$ cat src/rtl/fsc_pkg.sv
package fsc_pkg;

    localparam int NUM_STAGES = 4;
    localparam int STATE_W    = 4;

    typedef enum logic [STATE_W-1:0] {
        FS_RUN     = 4'd0,
        FS_IDLE    = 4'd1,
        FS_SQUASH  = 4'd2,
        FS_BLOCK   = 4'd3,
        FS_WRETRY  = 4'd4,
        FS_WRESP   = 4'd5,
        FS_DONE    = 4'd6,
        FS_TRAP    = 4'd7,
        FS_QUIESCE = 4'd8
    } fstate_e;

    typedef enum logic [1:0] {
        RES_ACCEPT  = 2'd0,
        RES_REFUSE  = 2'd1,
        RES_TRAP    = 2'd2,
        RES_QUIESCE = 2'd3
    } fres_e;

    // Cache-side events that arrive between edges.
    function automatic fstate_e apply_cache(fstate_e s, logic fill, logic retry,
                                            logic stalled);
        fstate_e r = s;
        if (s == FS_WRESP && fill)
            r = stalled ? FS_BLOCK : FS_DONE;
        else if (s == FS_WRETRY && retry)
            r = FS_WRESP;
        return r;
    endfunction

    // State in which a thread can make forward progress.
    function automatic logic can_progress(fstate_e s);
        return (s == FS_RUN) || (s == FS_SQUASH) || (s == FS_DONE);
    endfunction

endpackage

$ cat src/rtl/fsc_stall_bank.sv
module fsc_stall_bank #(
    parameter int NS = 4
) (
    input  logic          clk,
    input  logic          rst,
    input  logic          en,
    input  logic [NS-1:0] set_i,
    input  logic [NS-1:0] clr_i,
    output logic [NS-1:0] bits_o,
    output logic [NS-1:0] nxt_o,
    output logic          err_o
);

    logic [NS-1:0] bits_q;

    always_comb begin
        nxt_o = bits_q;
        if (en) begin
            for (int k = 0; k < NS; k++) begin
                if (set_i[k])
                    nxt_o[k] = 1'b1;
                else if (clr_i[k])
                    nxt_o[k] = 1'b0;
            end
        end
    end

    assign err_o  = en & (|(set_i & clr_i));
    assign bits_o = bits_q;

    always_ff @(posedge clk) begin
        if (rst)
            bits_q <= '0;
        else
            bits_q <= nxt_o;
    end

    generate
        for (genvar g = 0; g < NS; g++) begin : g_chk
            AST_STALL_STICKY: assert property (@(posedge clk) disable iff (rst)
                (bits_q[g] && !(en && clr_i[g])) |=> bits_q[g]);
            AST_UNBLOCK_IGNORED: assert property (@(posedge clk) disable iff (rst)
                (en && set_i[g] && clr_i[g]) |=> bits_q[g]);
        end
    endgenerate

endmodule

$ cat src/rtl/fsc_thread_fsm.sv
module fsc_thread_fsm
    import fsc_pkg::*;
#(
    parameter int PC_W       = 32,
    parameter int INST_BYTES = 4
) (
    input  logic            clk,
    input  logic            rst,
    input  logic            en,
    input  logic            stalled,
    input  logic            cmt_sq,
    input  logic [PC_W-1:0] cmt_pc,
    input  logic            cmt_busy,
    input  logic            dec_sq,
    input  logic [PC_W-1:0] dec_pc,
    input  logic            sel,
    input  logic [1:0]      res,
    input  logic            fill,
    input  logic            retry,
    output fstate_e         state_o,
    output logic [PC_W-1:0] pc_o,
    output logic [PC_W-1:0] npc_o,
    output logic            redir_o
);

    localparam logic [PC_W-1:0] STEP = PC_W'(INST_BYTES);

    fstate_e         st_q, s_cache, s_sig, s_nxt;
    logic [PC_W-1:0] pc_q, npc_q;
    logic            redir_q;
    logic            take_redir;
    logic [PC_W-1:0] redir_pc;

    // Step 1: cache returns.
    always_comb s_cache = apply_cache(st_q, fill, retry, stalled);

    // Step 2: downstream signals in priority order.
    always_comb begin
        s_sig      = s_cache;
        take_redir = 1'b0;
        redir_pc   = cmt_pc;
        if (en) begin
            if (cmt_sq) begin
                s_sig      = FS_SQUASH;
                take_redir = 1'b1;
            end else if (cmt_busy) begin
                s_sig = FS_SQUASH;
            end else if (dec_sq && s_cache != FS_SQUASH) begin
                s_sig      = FS_SQUASH;
                take_redir = 1'b1;
                redir_pc   = dec_pc;
            end else if (stalled && s_cache != FS_WRESP) begin
                s_sig = FS_BLOCK;
            end else if (s_cache == FS_BLOCK || s_cache == FS_SQUASH) begin
                s_sig = FS_RUN;
            end
        end
    end

    // Step 3: outcome of fetch selection on the updated state.
    always_comb begin
        s_nxt = s_sig;
        if (en && sel) begin
            if (s_sig == FS_DONE) begin
                s_nxt = FS_RUN;
            end else if (s_sig == FS_RUN) begin
                case (fres_e'(res))
                    RES_ACCEPT:  s_nxt = FS_WRESP;
                    RES_REFUSE:  s_nxt = FS_WRETRY;
                    RES_TRAP:    s_nxt = FS_TRAP;
                    RES_QUIESCE: s_nxt = FS_QUIESCE;
                    default:     s_nxt = FS_RUN;
                endcase
            end
        end
    end

    always_ff @(posedge clk) begin
        if (rst) begin
            st_q    <= FS_RUN;
            pc_q    <= '0;
            npc_q   <= STEP;
            redir_q <= 1'b0;
        end else begin
            st_q    <= s_nxt;
            redir_q <= take_redir;
            if (take_redir) begin
                pc_q  <= redir_pc;
                npc_q <= redir_pc + STEP;
            end
        end
    end

    assign state_o = st_q;
    assign pc_o    = pc_q;
    assign npc_o   = npc_q;
    assign redir_o = redir_q;

    AST_CMT_SQUASH_WINS: assert property (@(posedge clk) disable iff (rst)
        (en && cmt_sq) |=> (st_q == FS_SQUASH && pc_q == $past(cmt_pc)));
    AST_NPC_STEP: assert property (@(posedge clk) disable iff (rst)
        npc_q == pc_q + STEP);
    AST_BUSY_NO_REDIRECT: assert property (@(posedge clk) disable iff (rst)
        (en && !cmt_sq && cmt_busy) |=> (st_q == FS_SQUASH && $stable(pc_q)));
    AST_WAIT_HOLDS: assert property (@(posedge clk) disable iff (rst)
        (st_q == FS_WRESP && !fill && !(en && (cmt_sq || cmt_busy || dec_sq)))
        |=> st_q == FS_WRESP);
    AST_TRAP_HOLDS: assert property (@(posedge clk) disable iff (rst)
        (st_q == FS_TRAP && !(en && (cmt_sq || cmt_busy || dec_sq || stalled)))
        |=> st_q == FS_TRAP);
    AST_IDLE_FROZEN: assert property (@(posedge clk) disable iff (rst)
        (!en) |=> $stable(pc_q));

endmodule

$ cat src/rtl/fetch_status_ctrl.sv
module fetch_status_ctrl
    import fsc_pkg::*;
#(
    parameter int NUM_THREADS = 2,
    parameter int PC_W        = 32,
    parameter int INST_BYTES  = 4
) (
    input  logic                          clk,
    input  logic                          rst,
    input  logic [NUM_THREADS-1:0]        thr_active_i,
    input  logic [NUM_THREADS*4-1:0]      blk_set_i,
    input  logic [NUM_THREADS*4-1:0]      blk_clr_i,
    input  logic                          ctx_switch_i,
    input  logic [NUM_THREADS-1:0]        cmt_squash_i,
    input  logic [NUM_THREADS*PC_W-1:0]   cmt_pc_i,
    input  logic [NUM_THREADS-1:0]        cmt_busy_i,
    input  logic [NUM_THREADS-1:0]        dec_squash_i,
    input  logic [NUM_THREADS*PC_W-1:0]   dec_pc_i,
    input  logic [NUM_THREADS-1:0]        fetch_sel_i,
    input  logic [1:0]                    fetch_res_i,
    input  logic [NUM_THREADS-1:0]        fill_i,
    input  logic [NUM_THREADS-1:0]        retry_i,
    output logic [NUM_THREADS*4-1:0]      thr_state_o,
    output logic [NUM_THREADS*PC_W-1:0]   fetch_pc_o,
    output logic [NUM_THREADS*PC_W-1:0]   next_pc_o,
    output logic [NUM_THREADS-1:0]        redirect_o,
    output logic                          stage_active_o,
    output logic                          proto_err_o
);

    localparam int NS = NUM_STAGES;

    logic [NUM_THREADS-1:0] err_v;
    logic [NUM_THREADS-1:0] prog_v;

    generate
        for (genvar t = 0; t < NUM_THREADS; t++) begin : g_thr
            logic [NS-1:0] bits, nxt;
            logic          stalled;
            fstate_e       st;

            fsc_stall_bank #(.NS(NS)) u_bank (
                .clk    (clk),
                .rst    (rst),
                .en     (thr_active_i[t]),
                .set_i  (blk_set_i[t*NS +: NS]),
                .clr_i  (blk_clr_i[t*NS +: NS]),
                .bits_o (bits),
                .nxt_o  (nxt),
                .err_o  (err_v[t])
            );

            assign stalled = ctx_switch_i | (|nxt);

            fsc_thread_fsm #(.PC_W(PC_W), .INST_BYTES(INST_BYTES)) u_fsm (
                .clk      (clk),
                .rst      (rst),
                .en       (thr_active_i[t]),
                .stalled  (stalled),
                .cmt_sq   (cmt_squash_i[t]),
                .cmt_pc   (cmt_pc_i[t*PC_W +: PC_W]),
                .cmt_busy (cmt_busy_i[t]),
                .dec_sq   (dec_squash_i[t]),
                .dec_pc   (dec_pc_i[t*PC_W +: PC_W]),
                .sel      (fetch_sel_i[t]),
                .res      (fetch_res_i),
                .fill     (fill_i[t]),
                .retry    (retry_i[t]),
                .state_o  (st),
                .pc_o     (fetch_pc_o[t*PC_W +: PC_W]),
                .npc_o    (next_pc_o[t*PC_W +: PC_W]),
                .redir_o  (redirect_o[t])
            );

            assign thr_state_o[t*4 +: 4] = st;
            assign prog_v[t]             = thr_active_i[t] & can_progress(st);

            AST_BLOCK_WHEN_STALLED: assert property (@(posedge clk) disable iff (rst)
                (thr_active_i[t] && |bits && !blk_clr_i[t*NS +: NS] && !cmt_squash_i[t]
                 && !cmt_busy_i[t] && !dec_squash_i[t] && st != FS_WRESP)
                |=> (st == FS_BLOCK));
        end
    endgenerate

    assign stage_active_o = |prog_v;
    assign proto_err_o    = |err_v;

endmodule

$ cat config.mk
export PLATFORM = sky130hd
export DESIGN_NAME = fetch_status_ctrl
export DESIGN_NICKNAME = d
export VERILOG_FILES = /design/src/rtl/fsc_pkg.sv /design/src/rtl/fsc_stall_bank.sv /design/src/rtl/fsc_thread_fsm.sv /design/src/rtl/fetch_status_ctrl.sv
export SDC_FILE = /design/constraint.sdc
export NUM_CORES = 1
export LEC_CHECK = 0
export ABC_CLOCK_PERIOD_IN_PS = 5500
export BUFFER_PORTS_ARGS = -buffer_cell sky130_fd_sc_hd__buf_2
export CAP_MARGIN = 25
export CORE_MARGIN = 1.5
export CORE_UTILIZATION = 35
export CTS_BUF_LIST = sky130_fd_sc_hd__clkbuf_4 sky130_fd_sc_hd__clkbuf_8
export DETAILED_ROUTE_END_ITERATION = 12
export GPL_TIMING_DRIVEN = 0
export HOLD_SLACK_MARGIN = 0.06
export SYNTH_ARGS = -nofsm -noshare
export SYNTH_HDL_FRONTEND = slang
export SYNTH_SLANG_ARGS = --single-unit
$ cat constraint.sdc
create_clock -name clk -period 5.5 [get_ports clk]
set_input_delay 1.375 -clock clk [delete_from_list [all_inputs] [get_ports clk]]
set_output_delay 1.375 -clock clk [all_outputs]
set_load 0.01 [all_outputs]
# Word level (Yosys, flattened, before mapping)
# Index checks and enable logic that the tools add are counted.
[classes]
add_sub_neg = 2
reduce_logical = 27
eq_ne = 21
n_mux = 59
bitwise_logic = 8
[op_table]
columns = ["op", "n"]
rows = [
  ["$mux W32", 8],
  ["$mux W4", 24],
  ["$add A32 B3 Y32 const B", 2],
  ["$eq A4 B3 Y1 const B", 8],
  ["$eq A4 B2 Y1 const B", 6],
  ["$mux W1", 24],
  ["$logic_not A4 Y1", 4],
  ["$pmux W4 S4", 1],
  ["$reduce_or A4 Y1", 4],
  ["$logic_and A1 B1 Y1", 10],
  ["$and A4 B4 Y4", 2],
  ["$ne A4 B2 Y1 const B", 2],
  ["$ne A4 B3 Y1 const B", 2],
  ["$logic_or A1 B1 Y1", 6],
  ["$mux W3", 2],
  ["$and A1 B1 Y1", 4],
  ["$eq A2 B2 Y1 const B", 2],
  ["$reduce_or A2 Y1", 2],
  ["$eq A2 B1 Y1 const B", 1],
  ["$logic_not A2 Y1", 1],
  ["$or A1 B1 Y1", 2],
]
[word_totals]
output_inout_bits = 140
regBits = 146

# Logic depth before layout (Yosys ltp)
[depth]
depth_word = 19
depth_mapped = 17

# Cells and area by module
# Synthesis repeated with hierarchy kept, for this count alone.
[hier_totals]
hier_cells = 1001
area_unflattened_um2 = 8338.0
[modules_own_cells]
columns = ["module", "instances", "cells_per_inst", "seq_area_each_um2", "area_per_inst_um2"]
rows = [
  ["fsc_thread_fsm (g_thr[1].u_fsm)", 1, 469, 1341.3, 3956.3],
  ["fsc_thread_fsm (g_thr[0].u_fsm)", 1, 471, 1341.3, 3897.5],
  ["fsc_stall_bank", 2, 24, 80.1, 207.7],
  ["fetch_status_ctrl", 1, 13, 0.0, 68.8],
]

# Least setup slack after synthesis
# OpenSTA, ideal clock, no wires.
[synth_path]
kind = "input to register"
startpoint = "in cmt_squash_i[0]"
endpoint = "reg g_thr[0].u_fsm.npc_q[24]"
arrival_ns = 4.229
required_time_ns = 5.413
stages = 17
slack_ns = 1.184
cell_sequence = "and4bb_2 buf_2 and2_1 buf_2 buf_2 buf_1 nand2_1 nand2_1 ha_1 nand2_1 a21oi_1 a31oi_1 or4_1 clkbuf_1 nor3b_1 nor3_1 o31ai_1"
[synth_via]
elab_chain_len = 3
elab_cells_between_ends = 5
classes_between = "add/sub: 1; mux: 4"
[synth_lines]
columns = ["item", "line", "source"]
rows = [
  ["start: declaration", "fetch_status_ctrl.sv:14", "input logic [NUM_THREADS-1:0] cmt_squash_i,"],
  ["$mux W32", "fsc_thread_fsm.sv:43", "if (cmt_sq) begin"],
  ["$mux W32", "fsc_thread_fsm.sv:42", "if (en) begin"],
  ["net g_thr[0].u_fsm.redir_pc[2]", "fsc_thread_fsm.sv:32", "logic [PC_W-1:0] redir_pc;"],
  ["$add A32 B3 Y32", "fsc_thread_fsm.sv:89", "npc_q <= redir_pc + STEP;"],
  ["end signal: assignment", "fsc_thread_fsm.sv:89", ""],
  ["end: declaration", "fsc_thread_fsm.sv:29", "logic [PC_W-1:0] pc_q, npc_q;"],
]
# The timed path passes the listed nets, and every way through them passes these cells.
# A chain may end at the register's enable or synchronous reset.

# Worst setup path in the final report
[layout_path]
startpoint = "in cmt_squash_i[0]"
endpoint = "reg g_thr[0].u_fsm.npc_q[22]"
# Same word-level chain as after synthesis.

==> out/metrics.yaml <==
netlist_area_um2: 7980
post-place-ws_ns: 0.168
ios: 303
maxSlewHeadroom_pct: 43.1
area_delta_synth_final_pct: 27.8
period_needed_ns: 4.92
finalSetupViolCount: 0
grt_pass1_wl_mm: 47.1
dieArea_um2: 23700
drt-pass1-iter-count: 5
clk_latency_ns: 0.47
cellPowerDensity_nw_per_um2: 245
wl_per_cell_um: 18.9
end_kind: "register"
core_area_um2: 22500
initial_core_util_pct: 35.5
yosysSeqAreaShare_pct: 35.6
rsz0062_at_grt: "false"
worstPathRequired_ns: 5.83
hold_viol_final: 0
syn_nets: 1186
cts.sinks: 142
setup-tns-final_ns: 0
avgSynthCellArea_um2: 7.81
ant_nets: 0
drv_cap: 0
crit_fanout: 10
worstPathArrival_ns: 5.25
num_vias: 8918
grtUsageTotal_pct: 25.7
via_per_inst: 5.44
clk_pin_slew_ns: 0.09
synth-seq-cells: 142
fin_crit_sh_pct: 89.5
ys.flop_type: "dfxtp_1"
cts_tree: "built"
hold_class: "register to register"
gp_congestion: 0.916
drv_slew: 0
rrSetupSlack_ns: 1.18
placed_cell_area_um2: 9850
first_global_vias: 8434
crit_path_end: "g_thr[0].u_fsm.npc_o[22]"
leakage_nw: 4.55
fp-row-count: 55
fp.dieW_um: 154
die-height_um: 154
final_cell_mix: "buf_2 (314), nand2_1 (153), dfxtp_1 (142)"
synth_warnings: 0
whs_ns: 0.456
holdBufCountCts: 0
async_flop_share_pct: 0
cp-start-kind: "input pin"
synth_edf_count: 0
whs_path_depth: 2
cts-htree-levels: 4
critPathKind: "input pin to register"
synth_cells: 1021
final_common_cell: "buf_2"
hpwlAfterDp_mm: 24.3
final_cell_area_um2: 10200
final_core_util_pct: 45.3
drive_gt1_share_pct: 27.8
cts_resized: 0
skew_ns: 0.0202
fin_ws_ns: 0.577
io_buffer_count: 302
status: "finished clean"
r2r-start: "g_thr[1].u_fsm.state_o[1]"
crit_start: "cmt_squash_i[0]"
cts_made_buffers: 17
drc: 0
yosys.cell_types.count: 67
fmax_ghz: 0.203
reg2reg_depth: 16
drtIter0Drc: 603
grt_max_degree: 17
postCtsSetupBuffers: 0
antenna_found_initial: 2
ir_worst_vdd_uv: 136
gr-total-overflow: 0
fin_nets: 1507
routed_wl_mm: 31.0
r2r-end: "g_thr[1].u_fsm.npc_o[20]"
clockBufferDepth: 2
tightest_slew_ns: 0.846
cts_root_buf: "clkbuf_8"
power by group:
part	switching (mW)	internal (mW)	total (mW)
Clock	0.452	0.355	0.807
Sequential	0.0397	1.10	1.14
Combinational	0.339	0.216	0.555
cell usage after synthesis, types with 5 or more instances:
cell type / count / area share (%)
buf_2: 12 / 0.75
a21o_1: 5 / 0.47
a21boi_0: 7 / 0.66
xor2_1: 15 / 1.6
nor2b_1: 6 / 0.47
clkbuf_1: 43 / 2.0
xnor2_1: 24 / 2.6
nor3_1: 26 / 1.6
a31oi_1: 13 / 1.0
or4_1: 5 / 0.47
buf_4: 7 / 0.66
nand2_1: 153 / 7.2
nor4_1: 14 / 1.1
buf_1: 8 / 0.38
o31ai_1: 5 / 0.47
a211oi_1: 50 / 4.7
a311oi_1: 11 / 1.2
nor3b_1: 8 / 0.75
nor2_1: 125 / 5.9
mux2i_1: 57 / 7.2
nand3_1: 40 / 2.5
mux2_2: 10 / 1.4
a21oi_1: 57 / 3.6
and3_1: 8 / 0.63
nand2b_1: 11 / 0.86
a22oi_1: 6 / 0.56
inv_1: 11 / 0.52
nand4_1: 14 / 1.1
dfxtp_1: 142 / 36
a211o_1: 6 / 0.66
o21ai_0: 40 / 2.5
nand3b_1: 17 / 1.6
layer usage:
layer	global-route usage (%)	vias to the layer above	part of all wire [%]
li1	-	4306	-
met1	33.4	4169	44
met2	41.0	377	45
met3	4.79	66	6.9
met4	12.2	0	4.0
met5	0	-	0
state kept, by name, summed over array words and instances (netlist names):
| register | flops |
|---|---|
| g_thr.u_bank.bits_o | 8 |
| g_thr.u_fsm.npc_o | 64 |
| g_thr.u_fsm.state_o | 8 |
| g_thr.u_fsm.pc_o | 60 |
| g_thr.u_fsm.redir_o | 2 |
through the flow:
stage / instances / power, mW
finish: 1639 / 2.50
global route: 1639 / 2.62
CTS: 1637 / 2.52
detailed placement: 1608 / 1.71
global placement: 1608 / 1.71
floorplan: 1021 / 1.45
kinds of logic after synthesis:
logic type | share of synthesized area (%)
compound gates | 19.1
flops | 35.6
fa+ha+maj | 0.314
xor+xnor | 4.28
simple gates | 27.5
mux | 8.56
buf+inv | 4.61
worst min path at each step:
stage | startpoint | slack, ns | end
floorplan | g_thr[0].u_bank.bits_o[0] | 0.45 | g_thr[0].u_bank.bits_o[0]
global placement | g_thr[0].u_fsm.npc_o[6] | 0.44 | g_thr[0].u_fsm.npc_o[6]
detailed placement | g_thr[0].u_fsm.npc_o[16] | 0.44 | g_thr[0].u_fsm.npc_o[16]
CTS | g_thr[0].u_fsm.npc_o[6] | 0.46 | g_thr[0].u_fsm.npc_o[6]
global route | g_thr[0].u_fsm.npc_o[6] | 0.47 | g_thr[0].u_fsm.npc_o[6]
finish | g_thr[1].u_fsm.npc_o[18] | 0.46 | g_thr[1].u_fsm.npc_o[18]
cell type report:
type,count,area (um^2)
Fill cell,2375,12300
Multi-Input combinational cell,796,4770
Sequential cell,142,2840
Timing Repair Buffer,302,1510
Tap cell,285,357
Buffer,72,327
Clock buffer,17,234
Clock inverter,12,114
Inverter,11,41.3
Antenna cell,2,5.00
worst max-delay path: stages:
cell,delay (ns)
buf_2,0.13
and4bb_2,0.28
buf_2,0.26
and2_1,0.16
buf_2,0.27
buf_2,0.35
buf_1,0.55
nand2_1,0.11
nand2_1,0.15
ha_1,0.21
nand2_1,0.06
a21oi_1,0.11
a31oi_1,0.08
or4_1,0.52
clkbuf_1,0.20
nor3_1,0.21
nand3b_1,0.15
a21oi_1,0.08
(Power assumes the default switching activity.)
